$ cat src/rtl/deskew_pkg.sv
package deskew_pkg;
  typedef enum logic [1:0] {
    ST_IDLE = 2'd0,
    ST_PRE  = 2'd1,
    ST_ALT  = 2'd2
  } burst_state_e;

  localparam logic KIND_INIT     = 1'b0;
  localparam logic KIND_PERIODIC = 1'b1;
endpackage

$ cat src/rtl/dsk_len_regs.sv
module dsk_len_regs #(
  parameter int LEN_W       = 18,
  parameter int WORD_W      = 16,
  parameter int MIN_INIT_UI = 32768,
  parameter int MAX_INIT_UI = 250000,
  parameter int MIN_PER_UI  = 1024,
  parameter int MAX_PER_UI  = 25000
) (
  input  logic             clk_i,
  input  logic             rst_ni,
  input  logic             cfg_wr_i,
  input  logic             cfg_sel_i,
  input  logic [LEN_W-1:0] cfg_wdata_i,
  input  logic             kind_i,
  output logic [LEN_W-1:0] words_o
);
  import deskew_pkg::*;

  localparam logic [LEN_W-1:0] INIT_LO = LEN_W'(MIN_INIT_UI);
  localparam logic [LEN_W-1:0] INIT_HI = LEN_W'(MAX_INIT_UI);
  localparam logic [LEN_W-1:0] PER_LO  = LEN_W'(MIN_PER_UI);
  localparam logic [LEN_W-1:0] PER_HI  = LEN_W'(MAX_PER_UI);
  localparam logic [LEN_W-1:0] INIT_W_LO = LEN_W'((MIN_INIT_UI + WORD_W - 1) / WORD_W);
  localparam logic [LEN_W-1:0] INIT_W_HI = LEN_W'((MAX_INIT_UI + WORD_W - 1) / WORD_W);
  localparam logic [LEN_W-1:0] PER_W_LO  = LEN_W'((MIN_PER_UI + WORD_W - 1) / WORD_W);
  localparam logic [LEN_W-1:0] PER_W_HI  = LEN_W'((MAX_PER_UI + WORD_W - 1) / WORD_W);

  logic [LEN_W-1:0] init_len_q, per_len_q;

  always_ff @(posedge clk_i or negedge rst_ni) begin
    if (!rst_ni) begin
      init_len_q <= '0;
      per_len_q  <= '0;
    end else if (cfg_wr_i) begin
      if (cfg_sel_i) per_len_q  <= cfg_wdata_i;
      else           init_len_q <= cfg_wdata_i;
    end
  end

  // clamp in UI, then round up to whole words
  function automatic logic [LEN_W-1:0] to_words(logic [LEN_W-1:0] v,
                                                logic [LEN_W-1:0] lo,
                                                logic [LEN_W-1:0] hi);
    logic [LEN_W-1:0] c;
    logic [LEN_W:0]   r;
    c = (v < lo) ? lo : ((v > hi) ? hi : v);
    r = ({1'b0, c} + (LEN_W+1)'(WORD_W - 1)) / (LEN_W+1)'(WORD_W);
    return r[LEN_W-1:0];
  endfunction

  always_comb begin
    if (kind_i == KIND_PERIODIC) words_o = to_words(per_len_q, PER_LO, PER_HI);
    else                         words_o = to_words(init_len_q, INIT_LO, INIT_HI);
  end

  AST_INIT_WORDS_RANGE: assert property (@(posedge clk_i) disable iff (!rst_ni)
    (kind_i == KIND_INIT) |-> (words_o >= INIT_W_LO && words_o <= INIT_W_HI));
  AST_PER_WORDS_RANGE: assert property (@(posedge clk_i) disable iff (!rst_ni)
    (kind_i == KIND_PERIODIC) |-> (words_o >= PER_W_LO && words_o <= PER_W_HI));
endmodule

$ cat src/rtl/dsk_burst_seq.sv
module dsk_burst_seq #(
  parameter int CNT_W = 18
) (
  input  logic             clk_i,
  input  logic             rst_ni,
  input  logic             start_i,
  input  logic [CNT_W-1:0] words_i,
  output logic             pre_o,
  output logic             alt_o,
  output logic             busy_o,
  output logic             done_o
);
  import deskew_pkg::*;

  burst_state_e     state_q;
  logic [CNT_W-1:0] words_q, cnt_q;
  logic             done_q;

  always_ff @(posedge clk_i or negedge rst_ni) begin
    if (!rst_ni) begin
      state_q <= ST_IDLE;
      words_q <= '0;
      cnt_q   <= '0;
      done_q  <= 1'b0;
    end else begin
      done_q <= 1'b0;
      unique case (state_q)
        ST_IDLE: if (start_i) begin
          words_q <= words_i;
          state_q <= ST_PRE;
        end
        ST_PRE: begin
          cnt_q   <= CNT_W'(1);
          state_q <= ST_ALT;
        end
        ST_ALT: begin
          if (cnt_q == words_q) begin
            state_q <= ST_IDLE;
            done_q  <= 1'b1;
          end else begin
            cnt_q <= cnt_q + CNT_W'(1);
          end
        end
        default: state_q <= ST_IDLE;
      endcase
    end
  end

  assign pre_o  = (state_q == ST_PRE);
  assign alt_o  = (state_q == ST_ALT);
  assign busy_o = (state_q != ST_IDLE);
  assign done_o = done_q;

  AST_PRE_SINGLE_WORD: assert property (@(posedge clk_i) disable iff (!rst_ni)
    (state_q == ST_PRE) |=> (state_q == ST_ALT));
  AST_ALT_COUNT_BOUND: assert property (@(posedge clk_i) disable iff (!rst_ni)
    (state_q == ST_ALT) |-> (cnt_q != '0 && cnt_q <= words_q));
  AST_START_IGNORED: assert property (@(posedge clk_i) disable iff (!rst_ni)
    (state_q != ST_IDLE && start_i) |=> $stable(words_q));
  AST_LEN_HELD: assert property (@(posedge clk_i) disable iff (!rst_ni)
    (state_q == ST_ALT) |=> $stable(words_q));
  AST_DONE_ONE_CYCLE: assert property (@(posedge clk_i) disable iff (!rst_ni)
    done_q |=> !done_q);
endmodule

$ cat src/rtl/dsk_lane_fanout.sv
module dsk_lane_fanout #(
  parameter int LANES  = 4,
  parameter int WORD_W = 16
) (
  input  logic                    pre_i,
  input  logic                    alt_i,
  output logic [LANES*WORD_W-1:0] lanes_o
);
  localparam logic [WORD_W-1:0] PRE_WORD = '1;
  localparam logic [WORD_W-1:0] ALT_WORD = {(WORD_W/2){2'b10}}; // LSB 0 goes first

  logic [WORD_W-1:0] word;

  always_comb begin
    if (pre_i)      word = PRE_WORD;
    else if (alt_i) word = ALT_WORD;
    else            word = '0;
  end

  for (genvar l = 0; l < LANES; l++) begin : g_lane
    assign lanes_o[l*WORD_W +: WORD_W] = word;
  end
endmodule

$ cat src/rtl/deskew_burst_gen.sv
module deskew_burst_gen #(
  parameter int LANES       = 4,
  parameter int WORD_W      = 16,
  parameter int LEN_W       = 18,
  parameter int MIN_INIT_UI = 32768,
  parameter int MAX_INIT_UI = 250000,
  parameter int MIN_PER_UI  = 1024,
  parameter int MAX_PER_UI  = 25000
) (
  input  logic                    clk_i,
  input  logic                    rst_ni,
  input  logic                    cfg_wr_i,
  input  logic                    cfg_sel_i,
  input  logic [LEN_W-1:0]        cfg_wdata_i,
  input  logic                    sw_start_i,
  input  logic                    sw_kind_i,
  input  logic                    hw_start_i,
  input  logic                    hw_kind_i,
  output logic [LANES*WORD_W-1:0] lane_data_o,
  output logic                    busy_o,
  output logic                    done_o
);
  logic             start, kind, pre, alt;
  logic [LEN_W-1:0] words;

  assign start = sw_start_i | hw_start_i;
  assign kind  = sw_start_i ? sw_kind_i : hw_kind_i; // software wins

  dsk_len_regs #(
    .LEN_W(LEN_W), .WORD_W(WORD_W),
    .MIN_INIT_UI(MIN_INIT_UI), .MAX_INIT_UI(MAX_INIT_UI),
    .MIN_PER_UI(MIN_PER_UI), .MAX_PER_UI(MAX_PER_UI)
  ) u_len (
    .clk_i, .rst_ni, .cfg_wr_i, .cfg_sel_i, .cfg_wdata_i,
    .kind_i(kind), .words_o(words)
  );

  dsk_burst_seq #(.CNT_W(LEN_W)) u_seq (
    .clk_i, .rst_ni, .start_i(start), .words_i(words),
    .pre_o(pre), .alt_o(alt), .busy_o, .done_o
  );

  dsk_lane_fanout #(.LANES(LANES), .WORD_W(WORD_W)) u_fan (
    .pre_i(pre), .alt_i(alt), .lanes_o(lane_data_o)
  );

  AST_IDLE_QUIET: assert property (@(posedge clk_i) disable iff (!rst_ni)
    !busy_o |-> (lane_data_o == '0));
  AST_DONE_AFTER_BUSY: assert property (@(posedge clk_i) disable iff (!rst_ni)
    done_o |-> (!busy_o && $past(busy_o)));
endmodule

$ cat config.mk
export PLATFORM = sky130hd
export DESIGN_NAME = deskew_burst_gen
export DESIGN_NICKNAME = d
export VERILOG_FILES = /design/src/rtl/deskew_pkg.sv /design/src/rtl/dsk_len_regs.sv /design/src/rtl/dsk_burst_seq.sv /design/src/rtl/dsk_lane_fanout.sv /design/src/rtl/deskew_burst_gen.sv
export SDC_FILE = /design/constraint.sdc
export NUM_CORES = 1
export LEC_CHECK = 0
export ABC_AREA = 0
export BUFFER_PORTS_ARGS = -buffer_cell sky130_fd_sc_hd__buf_2
export CORE_MARGIN = 3
export CORE_UTILIZATION = 50
export CTS_BUF_LIST = sky130_fd_sc_hd__clkbuf_4
export CTS_CLUSTER_DIAMETER = 40
export CTS_CLUSTER_SIZE = 8
export DETAILED_ROUTE_END_ITERATION = 16
export PLACE_DENSITY_LB_ADDON = 0.05
export SKIP_LAST_GASP = 1
export SLEW_MARGIN = 20
export SYNTH_ARGS = -nofsm -noshare
export SYNTH_HDL_FRONTEND = slang
export SYNTH_SLANG_ARGS = --single-unit
export TNS_END_PERCENT = 10
$ cat constraint.sdc
create_clock -name clk_i -period 2.5 [get_ports clk_i]
set_input_delay 0 -clock clk_i [delete_from_list [all_inputs] [get_ports clk_i]]
set_output_delay 0 -clock clk_i [all_outputs]
set_load 0.1 [all_outputs]
# Word level (Yosys, flattened, before mapping)
# Cells that the tools add are included.
# totals
latchBits,0
mem_count,0
inputBits,26
ram_bits,0
romBits,0
regBits,75
word_cells,44
# classes
add_sub_neg,3
n_shift,0
n_bitwise,2
order_cmp,4
n_div,0
n_mul,0
muxes,15
n_reduce_logical,8
n_eq_ne,6
# ops
operator,n
$mux W18,5
$add A18 B4 Y19 const B,2
$pmux W18 S2,1
$mux W16,2
$add A18 B1 Y18 const B,1
$eq A18 B18 Y1,1
$gt A18 B15 Y1 const B,1
$gt A18 B18 Y1 const B,1
$lt A18 B11 Y1 const B,1
$lt A18 B16 Y1 const B,1
$mux W15,1
$reduce_and A2 Y1,5
$pmux W2 S3,1
$mux W2,2
$ne A2 B2 Y1 const B,2
$reduce_bool A2 Y1,2
$mux W1,3
$eq A2 B1 Y1 const B,1
$eq A2 B2 Y1 const B,1
$logic_not A2 Y1,1
$ne A2 B1 Y1 const B,1
$not A1 Y1,1
$or A1 B1 Y1,1

# Depth between registers and ports, before layout
# Gate-level depths: netlist of the first run.
# logic_depth
depth_word,5
ltp_mapped,9
mapped_depth_nobuf,9

# Cells and area by module
# From an unflattened synthesis of the first run, not the netlist that was laid out.
# unflattened
hier_cells,496
hier_area_um2,4996.0
# by_module_without_submodules
module,seq_area_each_um2,cells_each,area_per_inst_um2,n_inst
dsk_burst_seq,975.9,226,2327.2,1
dsk_len_regs,900.9,204,2168.3,1
dsk_lane_fanout,0.0,64,479.2,1
deskew_burst_gen,0.0,2,21.3,1

# Worst setup path after synthesis of the first run
# OpenSTA, ideal clock, no wires.
# synth_path
path_type,register to register
start,register u_len.init_len_q[0]
end,register u_seq.words_q[12]
path_stages_with_launch,9
period_less_slack_ns,2.259
setup_ns,0.123
arrival_ns,2.135
setup_slack_ns,0.241
required_time_ns,2.377
path_buffers,0
cell_sequence,dfrtp_1 -> nor4_4 -> a31oi_1 -> o21a_2 -> o32ai_4 -> nand4_2 -> nor3_1 -> xor2_1 -> o21ai_1
# synth_via
elab_chain_cells,5
elab_cells_between_ends,6
classes_between,add/sub (1); order compare (2); mux (3)
# synth_rtl
item,line_no,rtl
"start, declared",dsk_len_regs.sv:28,"logic [LEN_W-1:0] init_len_q, per_len_q;"
"start signal, assigned",dsk_len_regs.sv:36,else init_len_q <= cfg_wdata_i;
$gt A18 B18 Y1,dsk_len_regs.sv:46,c = (v < lo) ? lo : ((v > hi) ? hi : v);
$mux W18,dsk_len_regs.sv:46,
$mux W18 (*),dsk_len_regs.sv:46,
$add A18 B4 Y19 (*),dsk_len_regs.sv:47,"r = ({1'b0, c} + (LEN_W+1)'(WORD_W - 1)) / (LEN_W+1)'(WORD_W);"
$mux W15 (*),dsk_len_regs.sv:52,"if (kind_i == KIND_PERIODIC) words_o = to_words(per_len_q, PER_LO, PER_HI);"
"end signal, assigned",dsk_burst_seq.sv:29,words_q <= words_i;
"end, declared",dsk_burst_seq.sv:16,"logic [CNT_W-1:0] words_q, cnt_q;"
# Every way passes the cells marked *; elsewhere a longest branch is shown, timed or not.
# A chain may end at the register's enable or synchronous reset.

# Final worst setup path of the first run
# layout_path
start,register u_len.init_len_q[3]
end,register u_seq.words_q[12]
# Same word-level chain as after synthesis.

==> results of run 1 <==
## cells in the final DEF (no fill, tap or decap), types with 2 or more instances in the layout
cell	netlist	layout
a41oi_1	2	2
nor3b_2	3	3
o21ai_1	9	9
mux2_2	36	36
nor2b_1	3	3
and3_1	13	13
o32ai_4	2	2
a31o_2	2	2
dlygate4sd3_1	0	21
xnor2_1	24	24
nand3_1	9	9
o21ai_0	22	20
o22ai_1	2	2
nand4_1	8	8
inv_1	6	6
buf_2	2	91
a211oi_1	2	2
dfrtp_1	72	71
nor4_1	2	2
buf_4	64	16
o31ai_1	3	3
xor2_1	9	9
nand2_1	49	49
clkbuf_4	0	10
a21oi_1	6	6
nand2b_1	3	3
clkinvlp_4	0	2
o211ai_1	2	2
nor3_1	7	6
ha_1	4	4
nor3_2	2	3
a21o_1	2	2
and2_1	3	3
nor4_4	2	4
nor2_1	22	22
## through the flow
| stage | power [W] | cells | hold WS, ns | instance area [µm²] |
|---|---|---|---|---|
| final | 0.00258 | 609 | 0.0708 | 5000 |
| after global routing | 0.00271 | 609 | 0.0757 | 5000 |
| after CTS | 0.00259 | 607 | 0.0143 | 4940 |
| after detailed placement | 0.00182 | 571 | 0.158 | 4590 |
| after global placement | 0.00181 | 571 | 0.152 | 4590 |
| after floorplan | 0.00165 | 433 | -0.296 | 4390 |
## kinds of logic after synthesis
kind of cell	after synthesis
fa+ha+maj	4
mux	38
simple gates	137
compound gates	70
xor+xnor	33
buf+inv	79
flops	72
## power breakdown
group | internal, W | total [W] | switching (W)
Sequential | 0.00125 | 0.00135 | 0.000101
Combinational | 0.000253 | 0.000500 | 0.000247
Clock | 0.000311 | 0.000727 | 0.000416
Total | 0.00181 | 0.00258 | 0.000764
## flip-flops by register name, indices dropped and copies added (netlist names)
signal,count
u_len.per_len_q,18
u_seq.state_q,2
u_seq.words_q,15
u_seq.done_o,1
u_len.init_len_q,18
u_seq.cnt_q,18
## critical path: stages (launching register included)
cell and delay [ns]:
dfrtp_1 0.44, nor4_4 0.32, a31oi_1 0.12, o21a_2 0.27, o32ai_4 0.41, nand4_4 0.21, nor3_1 0.27, xor2_1 0.17
o21ai_1 0.07
## path summary, 6_finish.rpt
check / startpoint / to / slack, ns / cells past startpoint
max: u_len.init_len_q[3] / u_seq.words_q[12] / 0.10 / 8
min: hw_start_i / u_seq.state_q[1] / 0.07 / 4
max reg2reg: u_len.init_len_q[3] / u_seq.words_q[12] / 0.10 / 8
min reg2reg: u_seq.cnt_q[17] / u_seq.cnt_q[17] / 0.50 / 1
max in group asynchronous: rst_ni / u_len.init_len_q[2] / 1.59 / 3
min in group asynchronous: rst_ni / u_seq.done_o / 0.24 / 2
## layer usage
metal / global-route usage (%) / vias up / wire length (µm)
li1: - / 1592 / -
met1: 22.6 / 1520 / 3970
met2: 33.5 / 52 / 4560
met3: 2.81 / 18 / 232
met4: 7.46 / 0 / 203
met5: 0 / - / 0
## cell type report
type                       count  area share, %
clock buffer                  10           1.50
clock inverter                 5           1.17
inverter                       6          0.450
multi-input combinational    282           42.1
sequential                    72           36.0
tap                          105           2.63
timing repair buffer         129           16.1
## timing repair
action | CTS | global route
hold buffers | 21 | 0
endpoints found under the setup margin | 3 | 8
hold endpoints to repair | 73 | 0
pin swaps | 0 | 4
gates resized for setup | 1 | 8
gates cloned | 0 | 0
buffers inserted | 0 | 2
==> results_dict.tcl, run 1 <==
set metrics [dict create \
    maxCapViolations 0 \
    grt_pass1_vias 3169 \
    rows 33 \
    final_nets 530 \
    synth_xor_area_share_pct 6.58 \
    vias 3182 \
    synth_nets 463 \
    tightest_slew_ns 0.842 \
    synth_compound_area_share_pct 11.8 \
    ys_ff_latch 72 \
    fin_skew_ns 0.0255 \
    syn_to_final_growth_pct 14.0 \
    clk_pin_slew_ns 0.12 \
    ys_seq_area_share_pct 41.0 \
    report.final.hold_viol_count 0 \
    synthAdderAreaFrac_pct 1.14 \
    avgSynthCellArea_um2 10.1 \
    setup_viol 0 \
    syn_area_um2 4390 \
    wl_per_cell_um 14.7 \
    seq_area_um2 1800 \
    hpwl_mm 6.75 \
    chipHeight_um 99.7 \
    synth.distinct_cells 61 \
    grt_pass1_wl_mm 15.2 \
    synth.area.mux_share_pct 9.97 \
    synthArstFlopShare_pct 100 \
    start_util_pct 52.4 \
    worstSetupPathType "reg -> reg" \
    grt_antenna_before_repair 0 \
    dp_slack_ns -0.0107 \
    grt_max_degree 38 \
    maxSlewViolCount 0 \
    p_per_area_nw_per_um2 515 \
    fin_ws_ns 0.100 \
    portBuffers 91 \
    synthSimpleGateAreaFrac_pct 17.2 \
    ir_drop_uv 276 \
    viasPerCell 5.22 \
    clock_sinks 72 \
    worst_ep_required_time_ns 2.78 \
    synth_commonest_cells "72 x dfrtp_1, 64 x buf_4, 49 x nand2_1" \
    synth-edff-count 0 \
    synth_area_leaders "dfrtp_1 41%, buf_4 11%, mux2_2 9.2%, xnor2_1 4.8%, nand2_1 4.2%" \
    fillers 763 \
    yosys.cell_count.top_type "dfrtp_1" \
    worst-path-max-fanout 5 \
    drtIter0Drc 59 \
    htreeDepth 3 \
    fin_crit_sh_pct 96.0 \
    crit_arrival_ns 2.68 \
    grt_overflow_total 0 \
    finalCriticalPeriod_ns 2.40 \
    layout-drive-gt1-share_pct 38.3 \
    wirelength_mm 8.96 \
    dieArea_um2 9940 \
    synth_cells 433 \
    core_um2 8380 \
    cp-start-kind "flop" \
    status "completed" \
    rsz0062_at_grt "true" \
    clockBufferDepth 2 \
    grt_use_total_pct 18.8 \
    synth_ff_type "dfrtp_1" \
    fp.dieW_um 99.7 \
    fmaxAchievable_ghz 0.417 \
    yosysTopAreaCell "dfrtp_1" \
    yosysTopAreaCellShare_pct 41.0 \
    synth_top_family_by_area "simple AND/OR/NAND/NOR gates" \
    antenna_left 0 \
    cts_tree "built" \
    end_kind "flop" \
    drc_errors 0 \
    slew_headroom_pct 43.9 \
    dr.pass1.iters 4 \
    root_buffer "clkbuf_4" \
    place_congestion 0.823 \
    postLayoutCoreUtil_pct 59.7 \
    ios 92 \
    multi_input_area_um2 2110 \
    n_antenna_cell 0 \
    cts_buffers 9 \
    yosysWarningCount 0 \
    leakage_nw 2.22 \
    hold_path_class "in -> reg" \
    insertion_delay_ns 0.42 \
    fin_tns_setup_ns 0 \
]
No activity file was read; power rests on OpenSTA's default activity.
==> run 2, diff against run 1 <==
--- a/config.mk
+++ b/config.mk
@@ -14,9 +14,9 @@
 export CTS_CLUSTER_SIZE = 8
 export DETAILED_ROUTE_END_ITERATION = 16
 export PLACE_DENSITY_LB_ADDON = 0.05
+export REMOVE_ABC_BUFFERS = 1
 export SKIP_LAST_GASP = 1
 export SLEW_MARGIN = 20
 export SYNTH_ARGS = -nofsm -noshare
 export SYNTH_HDL_FRONTEND = slang
 export SYNTH_SLANG_ARGS = --single-unit
-export TNS_END_PERCENT = 10
==> run 2 against run 1 <==
  * Global-route usage barely moved
  * Cell count rose by 2.3%
  * Power fell by 3.4%
  * Clock power fell by 16%
  * First-iteration DRC count rose by 17%
  * Critical path type unchanged
  * Critical endpoint unchanged
==> results_dict.tcl, run 2 (synthesized netlist as in run 1, its figures left out) <==
set metrics [dict create \
    status "completed" \
    place_congestion 0.905 \
    seq_area_um2 1800 \
    grt_max_degree 73 \
    vias 3139 \
    ios 92 \
    fmaxAchievable_ghz 0.418 \
    fin_skew_ns 0.0126 \
    internal-power_w 0.00174 \
    p_total_w 0.00249 \
    power_frac_clock_pct 24.5 \
    cp_cell_sequence "nor4_4, a31oi_1, o21a_2, o32ai_4, nand4_4, nor3_2, xor2_1, o21ai_1" \
    ir_drop_uv 409 \
    setup_viol 0 \
    clk_pin_slew_ns 0.11 \
    reg_top3 "u_len.init_len_q (18), u_len.per_len_q (18), u_seq.cnt_q (18)" \
    root_buffer "clkbuf_4" \
    viasPerCell 5.04 \
    chipHeight_um 99.7 \
    hold_path_class "in -> reg" \
    worst_ep_required_time_ns 2.76 \
    clock_sinks 72 \
    grt_use_total_pct 18.8 \
    syn_to_final_growth_pct 15.4 \
    cts_tree "built" \
    start_util_pct 52.4 \
    multi_input_area_um2 2110 \
    grt_pass1_vias 3161 \
    fillers 748 \
    p_sw_w 0.000754 \
    grt_pass1_wl_mm 15.1 \
    place_area_um2 4620 \
    antenna_left 0 \
    crit_arrival_ns 2.66 \
    end_kind "flop" \
    rsz0062_at_grt "true" \
    cts_buffers 9 \
    maxSlewViolCount 0 \
    hpwl_mm 6.82 \
    fin_area_um2 5070 \
    worst-path-max-fanout 5 \
    p_sw_share_pct 30.3 \
    final_common_cell "buf_2" \
    leakage_nw 2.29 \
    slew_headroom_pct 34.4 \
    mostFrequentLayoutCells "91 x buf_2, 72 x dfrtp_1, 48 x nand2_1, 36 x mux2_2, 30 x buf_4" \
    dieArea_um2 9940 \
    rows 33 \
    wl_per_cell_um 14.4 \
    fp.dieW_um 99.7 \
    grt_antenna_before_repair 0 \
    p_comb_share_pct 21.8 \
    grt_overflow_total 0 \
    finalCriticalPeriod_ns 2.39 \
    drtIter0Drc 69 \
    insertion_delay_ns 0.41 \
    wirelength_mm 8.99 \
    core_um2 8380 \
    slowest_delay_ns 0.42 \
    tightest_slew_ns 0.984 \
    n_antenna_cell 0 \
    dr.pass1.iters 4 \
    drc_errors 0 \
    p_seq_share_pct 53.7 \
    p_per_area_nw_per_um2 491 \
    clockBufferDepth 2 \
    report.final.hold_viol_count 0 \
    maxCapViolations 0 \
    portBuffers 91 \
    fin_crit_sh_pct 95.7 \
    cp-start-kind "flop" \
    htreeDepth 3 \
    layout-drive-gt1-share_pct 40.3 \
    slowest_stage "dfrtp_1" \
    fin_tns_setup_ns 0 \
    worstSetupPathType "reg -> reg" \
    final_nets 543 \
]
==> run 2: changes by cell type in the layout (fill, tap and decap cells not counted), sizes merged <==
cell,previous run,this run
clkinv,2,5
buf,108,121
bufinv,1,0
clkinvlp,2,1
==> run 2: area by class of cell <==
type                       instances  area share (%)
tap                              105            2.59
clock buffer                      10            1.48
sequential                        72            35.5
multi-input combinational        282            41.6
timing repair buffer             142            17.6
clock inverter                     6           0.716
inverter                           6           0.444
==> run 2: repair_timing <==
item	4_1_cts	5_1_grt
hold buffers	21	0
pin swaps	2	11
endpoints found under the hold margin	109	0
resized for setup	3	8
setup buffers	3	6
gates cloned	0	0
endpoints found under the setup margin	5	10
==> run 2: worst max-delay path: cells and delay by family, from the launching register on <==
kind / cells / cell delay, ns
compound gates: 4 / 0.88
xor+xnor: 1 / 0.17
simple gates: 3 / 0.77
flops: 1 / 0.42
==> run 2: per-layer routing <==
metal  share of wire (%)  wire length, µm  track usage [%]  vias to the layer above
li1                    -                -                -                     1620
met1                  44             3940             22.3                     1481
met2                  52             4710             33.8                       27
met3                 2.0              181             4.70                       11
met4                 1.8              162             5.04                        0
met5                   0                0                0                        -
==> run 2: metrics by stage <==
| step | hold slack, ns | instances | worst slack, ns | utilization, % |
|---|---|---|---|---|
| final | 0.0443 | 623 | 0.107 | 60.5 |
| after global routing | 0.0601 | 623 | -0.0469 | 60.5 |
| after CTS | 0.0250 | 617 | 0.0319 | 59.5 |
| after detailed placement | 0.223 | 577 | -0.0868 | 55.1 |
| after global placement | 0.221 | 577 | 0.0237 | 55.1 |
| after floorplan | -0.296 | 360 | -22.64 | - |
==> run 2: power by group through the flow <==
stage	clock (W)	combinational (W)	sequential (W)
after floorplan	0	0.000308	0.00134
after global placement	0	0.000470	0.00136
after detailed placement	0	0.000480	0.00136
after CTS	0.000641	0.000521	0.00134
after global routing	0.000688	0.000598	0.00135
final	0.000610	0.000544	0.00134
==> run 2: worst paths after layout <==
path / startpoint / to / slack, ns / depth (start not counted)
max: u_len.init_len_q[0] / u_seq.words_q[12] / 0.11 / 8
min in group asynchronous: rst_ni / u_seq.cnt_q[6] / 0.34 / 3
min: hw_start_i / u_seq.state_q[1] / 0.04 / 4
max reg2reg: u_len.init_len_q[0] / u_seq.words_q[12] / 0.11 / 8
max in group asynchronous: rst_ni / u_len.per_len_q[8] / 1.58 / 3
min reg2reg: u_seq.words_q[3] / u_seq.words_q[3] / 0.51 / 2
